<file path="src/rtl/lease_pkg.sv">
package lease_pkg;

  // Strobes sent from the controller to the stack datapath each cycle.
  typedef struct packed {
    logic push;    // write the new lease into the free slot
    logic expire;  // an entry ran out; issue its return PC
  } lease_strobes_t;

endpackage

</file>
<file path="src/rtl/lease_ctrl.sv">
module lease_ctrl
  import lease_pkg::*;
#(
  parameter int DEPTH = 4,
  parameter int IDX_W = $clog2(DEPTH),
  parameter int CNT_W = $clog2(DEPTH + 1)
) (
  input  logic             clk,
  input  logic             rst_n,
  input  logic             pushReq,
  input  logic [DEPTH-1:0] atOne,
  output lease_strobes_t   strb,
  output logic [DEPTH-1:0] liveMask,
  output logic [IDX_W-1:0] expIdx,
  output logic [CNT_W-1:0] stackPtr,
  output logic             pushError
);

  logic [CNT_W-1:0] spQ;
  logic [CNT_W-1:0] spNext;
  logic [DEPTH-1:0] hits;
  logic             stackFull;
  logic             anyHit;
  logic             errNext;

  // Entry i is live when it lies below the trusted stack pointer.
  for (genvar g = 0; g < DEPTH; g++) begin : g_live
    assign liveMask[g] = (CNT_W'(g) < spQ);
  end

  assign hits      = atOne & liveMask;
  assign anyHit    = |hits;
  assign stackFull = (spQ == CNT_W'(DEPTH));

  // Outermost (lowest index) expiring entry wins.
  always_comb begin
    expIdx = '0;
    for (int i = DEPTH - 1; i >= 0; i--) begin
      if (hits[i]) expIdx = IDX_W'(i);
    end
  end

  always_comb begin
    strb.expire = anyHit;
    strb.push   = pushReq && !anyHit && !stackFull;
    errNext     = pushReq && !anyHit && stackFull;
    if (anyHit) begin
      spNext = CNT_W'(expIdx);
    end else if (strb.push) begin
      spNext = spQ + 1'b1;
    end else begin
      spNext = spQ;
    end
  end

  always_ff @(posedge clk) begin
    if (!rst_n) begin
      spQ       <= '0;
      pushError <= 1'b0;
    end else begin
      spQ       <= spNext;
      pushError <= errNext;
    end
  end

  assign stackPtr = spQ;

endmodule

</file>
<file path="src/rtl/lease_path.sv">
module lease_path
  import lease_pkg::*;
#(
  parameter int DEPTH   = 4,
  parameter int TIMER_W = 16,
  parameter int PC_W    = 16,
  parameter int ADDR_W  = 16,
  parameter int IDX_W   = $clog2(DEPTH),
  parameter int CNT_W   = $clog2(DEPTH + 1)
) (
  input  logic              clk,
  input  logic              rst_n,
  input  lease_strobes_t    strb,
  input  logic [DEPTH-1:0]  liveMask,
  input  logic [IDX_W-1:0]  expIdx,
  input  logic [CNT_W-1:0]  stackPtr,
  input  logic [TIMER_W-1:0] pushBudget,
  input  logic [PC_W-1:0]   pushRetPc,
  input  logic [ADDR_W-1:0] pushLo,
  input  logic [ADDR_W-1:0] pushHi,
  output logic [DEPTH-1:0]  atOne,
  output logic              pcOverrideValid,
  output logic [PC_W-1:0]   pcOverride,
  output logic [ADDR_W-1:0] activeLo,
  output logic [ADDR_W-1:0] activeHi
);

  logic [TIMER_W-1:0] timerQ [DEPTH];
  logic [PC_W-1:0]    retPcQ [DEPTH];
  logic [ADDR_W-1:0]  loQ    [DEPTH];
  logic [ADDR_W-1:0]  hiQ    [DEPTH];

  logic [TIMER_W-1:0] loadVal;
  logic [IDX_W-1:0]   pushSlot;
  logic [IDX_W-1:0]   topSlot;

  assign loadVal  = (pushBudget == '0) ? TIMER_W'(1) : pushBudget;
  assign pushSlot = IDX_W'(stackPtr);
  assign topSlot  = IDX_W'(stackPtr - 1'b1);

  for (genvar g = 0; g < DEPTH; g++) begin : g_one
    assign atOne[g] = (timerQ[g] == TIMER_W'(1));
  end

  always_ff @(posedge clk) begin
    if (!rst_n) begin
      for (int i = 0; i < DEPTH; i++) begin
        timerQ[i] <= '0;
        retPcQ[i] <= '0;
        loQ[i]    <= '0;
        hiQ[i]    <= '0;
      end
    end else begin
      for (int i = 0; i < DEPTH; i++) begin
        if (strb.push && pushSlot == IDX_W'(i)) begin
          timerQ[i] <= loadVal;
          retPcQ[i] <= pushRetPc;
          loQ[i]    <= pushLo;
          hiQ[i]    <= pushHi;
        end else if (liveMask[i]) begin
          timerQ[i] <= timerQ[i] - 1'b1;
        end
      end
    end
  end

  always_ff @(posedge clk) begin
    if (!rst_n) begin
      pcOverrideValid <= 1'b0;
      pcOverride      <= '0;
    end else begin
      pcOverrideValid <= strb.expire;
      if (strb.expire) pcOverride <= retPcQ[expIdx];
    end
  end

  always_comb begin
    if (stackPtr == '0) begin
      activeLo = '0;
      activeHi = '1;
    end else begin
      activeLo = loQ[topSlot];
      activeHi = hiQ[topSlot];
    end
  end

endmodule

</file>
<file path="src/rtl/lease_unit.sv">
module lease_unit
  import lease_pkg::*;
#(
  parameter int DEPTH   = 4,
  parameter int TIMER_W = 16,
  parameter int PC_W    = 16,
  parameter int ADDR_W  = 16,
  localparam int IDX_W  = $clog2(DEPTH),
  localparam int CNT_W  = $clog2(DEPTH + 1)
) (
  input  logic               clk,
  input  logic               rst_n,
  input  logic               pushReq,
  input  logic [TIMER_W-1:0] pushBudget,
  input  logic [PC_W-1:0]    pushRetPc,
  input  logic [ADDR_W-1:0]  pushLo,
  input  logic [ADDR_W-1:0]  pushHi,
  output logic               pcOverrideValid,
  output logic [PC_W-1:0]    pcOverride,
  output logic [ADDR_W-1:0]  activeLo,
  output logic [ADDR_W-1:0]  activeHi,
  output logic               leaseActive,
  output logic [CNT_W-1:0]   leaseDepth,
  output logic               pushError
);

  lease_strobes_t   strb;
  logic [DEPTH-1:0] atOne;
  logic [DEPTH-1:0] liveMask;
  logic [IDX_W-1:0] expIdx;
  logic [CNT_W-1:0] stackPtr;

  lease_ctrl #(
    .DEPTH(DEPTH), .IDX_W(IDX_W), .CNT_W(CNT_W)
  ) u_ctrl (
    .clk(clk), .rst_n(rst_n), .pushReq(pushReq), .atOne(atOne),
    .strb(strb), .liveMask(liveMask), .expIdx(expIdx),
    .stackPtr(stackPtr), .pushError(pushError)
  );

  lease_path #(
    .DEPTH(DEPTH), .TIMER_W(TIMER_W), .PC_W(PC_W), .ADDR_W(ADDR_W),
    .IDX_W(IDX_W), .CNT_W(CNT_W)
  ) u_path (
    .clk(clk), .rst_n(rst_n), .strb(strb), .liveMask(liveMask),
    .expIdx(expIdx), .stackPtr(stackPtr), .pushBudget(pushBudget),
    .pushRetPc(pushRetPc), .pushLo(pushLo), .pushHi(pushHi),
    .atOne(atOne), .pcOverrideValid(pcOverrideValid),
    .pcOverride(pcOverride), .activeLo(activeLo), .activeHi(activeHi)
  );

  assign leaseDepth  = stackPtr;
  assign leaseActive = (stackPtr != '0);

endmodule

</file>
<file path="config.mk">
export PLATFORM = sky130hd
export DESIGN_NAME = lease_unit
export DESIGN_NICKNAME = d
export VERILOG_FILES = /design/src/rtl/lease_pkg.sv /design/src/rtl/lease_ctrl.sv /design/src/rtl/lease_path.sv /design/src/rtl/lease_unit.sv
export SDC_FILE = /design/constraint.sdc
export NUM_CORES = 1
export LEC_CHECK = 0
export BUFFER_PORTS_ARGS = -buffer_cell sky130_fd_sc_hd__buf_2
export CORE_ASPECT_RATIO = 0.8
export CORE_UTILIZATION = 60
export CTS_CLUSTER_SIZE = 25
export DETAILED_ROUTE_END_ITERATION = 8
export GPL_ROUTABILITY_DRIVEN = 0
export MAX_ROUTING_LAYER = met4
export PLACE_DENSITY_LB_ADDON = 0.25
export SLEW_MARGIN = 10
export SYNTH_ARGS = -nofsm -noshare
export SYNTH_HDL_FRONTEND = slang
export SYNTH_SLANG_ARGS = --single-unit
</file>
<file path="constraint.sdc">
create_clock -name clk -period 5.13 [get_ports clk]
set_input_delay 0.2565 -clock clk [delete_from_list [all_inputs] [get_ports clk]]
set_output_delay 0.2565 -clock clk [all_outputs]
set_load 0.01 [all_outputs]
</file>
==> out/summary.txt <==
hold_buf cts: 0
setup TNS: 0 ps
Setup crit end kind: flop
Final Non-Filler Cells: 1500
worst slew pin tran: 1280 ps
Ys Warns: 0
CP Cell Sequence: buf_4 -> inv_1 -> ha_1 -> nor2b_2 -> buf_4 -> and2_2 -> nand2_2 -> nand3_1
CTS Root Cell: clkbuf_16
delay-heaviest family, CP: simple AND/OR/NAND/NOR gates
CTS Sinks: 277
syn_area_per_cell: 12.6 um^2
Final Cycle Share: 80.3%
EDFF count, synth: 256
initial antenna violation count: 2
FMAX: 243 MHz
Buffers on Ports: 120
die height: 137 um
first-pass GRT wire length: 48700 um
largest fanout on the critical path: 54
Synth-to-Final Area Change: 13.3%
VDD IR max: 0.284 mV
Core ar.: 0.0219 mm^2
clk_skew: 12.2 ps
share of layout cells above drive strength 1: 22.8%
All-Layer GR Usage: 28.7%
cell repeated most along the worst path: buf_4
final slew viol count: 0
Post-CTS Setup Repair Bufs: 0
GR Overflow Total: 0
dominant cells by area after synthesis: edfxtp_1, and2_1, mux4_2
power per cell area: 362 mW/mm^2
Die Area: 0.0233 mm^2
Vias: 9190
Worst EP arrival: 4180 ps
fin nets: 1256
pre-CTS setup slack: 1020 ps
ys async rst share: 0%
WS Path Type: reg -> reg
worst setup margin: 1010 ps
Final Hold Fails: 0
Top-Level Pins: 121
cell row count: 48
Cells after DPL: 1448
post-synth top area share: 56.4%
synthesized area: 0.0136 mm^2
First-pass DRT Iterations: 6
most numerous cell in the Yosys netlist: edfxtp_1
CTS tree: built
largest net degree at the start of global routing: 66
DRT iter0 DRCs: 809
clk buf depth: 3
clock transition at the registers of the reported paths: 70 ps
Synth Net Count: 1159
hold crit path type: in -> reg
Syn Inst Count: 1080
CP max-delay cell: nand3_1
post-layout min period: 4120 ps
most frequent cells after synthesis: edfxtp_1, and2_1, nand2_1
Final Setup Violations: 0
RSZ-0062 raised after global routing: false
Clock Latency Late Sink: 540 ps
vias per std cell: 6.13
run status: complete, no violations
Startpoint Class: flop
DRT Wirelength: 32100 um
CP required: 5190 ps
Post-route DRC: 0
Die X: 171 um
Top FF cell, synth: edfxtp_1
average detailed-routed wire length per instance: 21.4 um
Initial Util: 62.2%
DRT antenna net count: 0
area leader, netlist: edfxtp_1
Leak Pwr: 6.10 nW
Buf+Inv Stages, Crit Path: 3
Rel. slew slack: 14.3%
CTS H-tree lvls: 1
Max Cap Violations: 0
post-synthesis cell type count: 54
vias in the first global route: 8727
#FFs+latches synth: 277
detailed placement HPWL: 20200 um
cts repair resizes: 0
CP peak stage delay: 670 ps
Seq/Total Area, Yosys: 59.5%
CTS buffer count: 27
## cell type report
cell class              count  area [um^2]
diodes                      2         5.00
clock buffers              34          722
clock inverters            16          235
fillers                  1529         6470
inverters                  11         41.3
multi-input cells         722         5200
flip-flops and latches    277         8110
well taps                 300          375
repair buffers            138          761
## cell families after synthesis
group	share of synthesized area, %
DFF	59.5
xor gates and xnor gates	3.28
buffers and inverters	2.62
AOI/OAI and AO/OA	5.95
and+or+nand+nor	19.8
adders and majority gates	1.10
muxes	7.82
## power breakdown
part,switching (mW),internal [mW],leakage [nW]
Sequential,0.0861,2.65,2.86
Combinational,0.427,0.289,2.76
Clock,0.840,1.30,0.471
## through the flow
stage                     total power [mW]  util (%)  hold slack (ps)  cell area (um^2)
after floorplan                       3.24         -              439             13600
after CTS                             5.60      70.5             16.8             15400
final                                 5.59      70.5             26.5             15400
after detailed placement              3.49      66.1              444             14500
after global placement                3.46      66.1              439             14500
after global routing                  5.75      70.5             31.7             15400
## registers in the layout, summed over array words and instances, names as in the netlist
register	count
u_path.pcOverride	16
u_path.retPcQ	64
u_ctrl.stackPtr	3
u_path.timerQ	64
u_ctrl.pushError	1
u_path.hiQ	64
u_path.loQ	64
u_path.pcOverrideValid	1
## layer usage
| metal | up-vias | part of all wire (%) | global-route usage [%] |
|---|---|---|---|
| li1 | 4180 | - | - |
| met1 | 4520 | 42 | 39.8 |
| met2 | 437 | 47 | 44.6 |
| met3 | 53 | 8.7 | 4.31 |
| met4 | 0 | 2.3 | 7.71 |
| met5 | - | 0 | - |
## cell usage in the layout, fill, tap and decap left out, types with 15 or more instances in the layout
cell type,n
o21ai_0,47
nor2_1,28
a221oi_1,15
and2_4,20
edfxtp_1,256
nor2b_1,20
mux2i_1,30
and2_1,129
nor3_1,27
and3_1,50
buf_4,16
mux4_2,32
or3_1,23
xor2_1,25
dfxtp_1,20
nand2_1,85
xnor2_1,26
buf_2,120
or2_2,18
clkbuf_16,27
## final timing paths
path	slack (ps)	from	endpoint	cells after the start
worst min register to register	450	u_path.pcOverride[7]	u_path.pcOverride[7]	2
worst max-delay path	1010	u_ctrl.stackPtr[0]	u_path.timerQ[0][9]	8
worst max register to register	1010	u_ctrl.stackPtr[0]	u_path.timerQ[0][9]	8
worst min-delay path	30	pushHi[3]	u_path.hiQ[2][3]	2
## worst register-to-register path, delay by kind of cell, from the launching register on
| kind | cells | cell delay [ps] |
|---|---|---|
| AND/OR/NAND/NOR | 4 | 1900 |
| buffers and inverters | 3 | 1110 |
| flip-flops | 1 | 330 |
| adder cells (fa/ha/maj) | 1 | 290 |
Note: power is estimated with default switching activity, not from simulation.
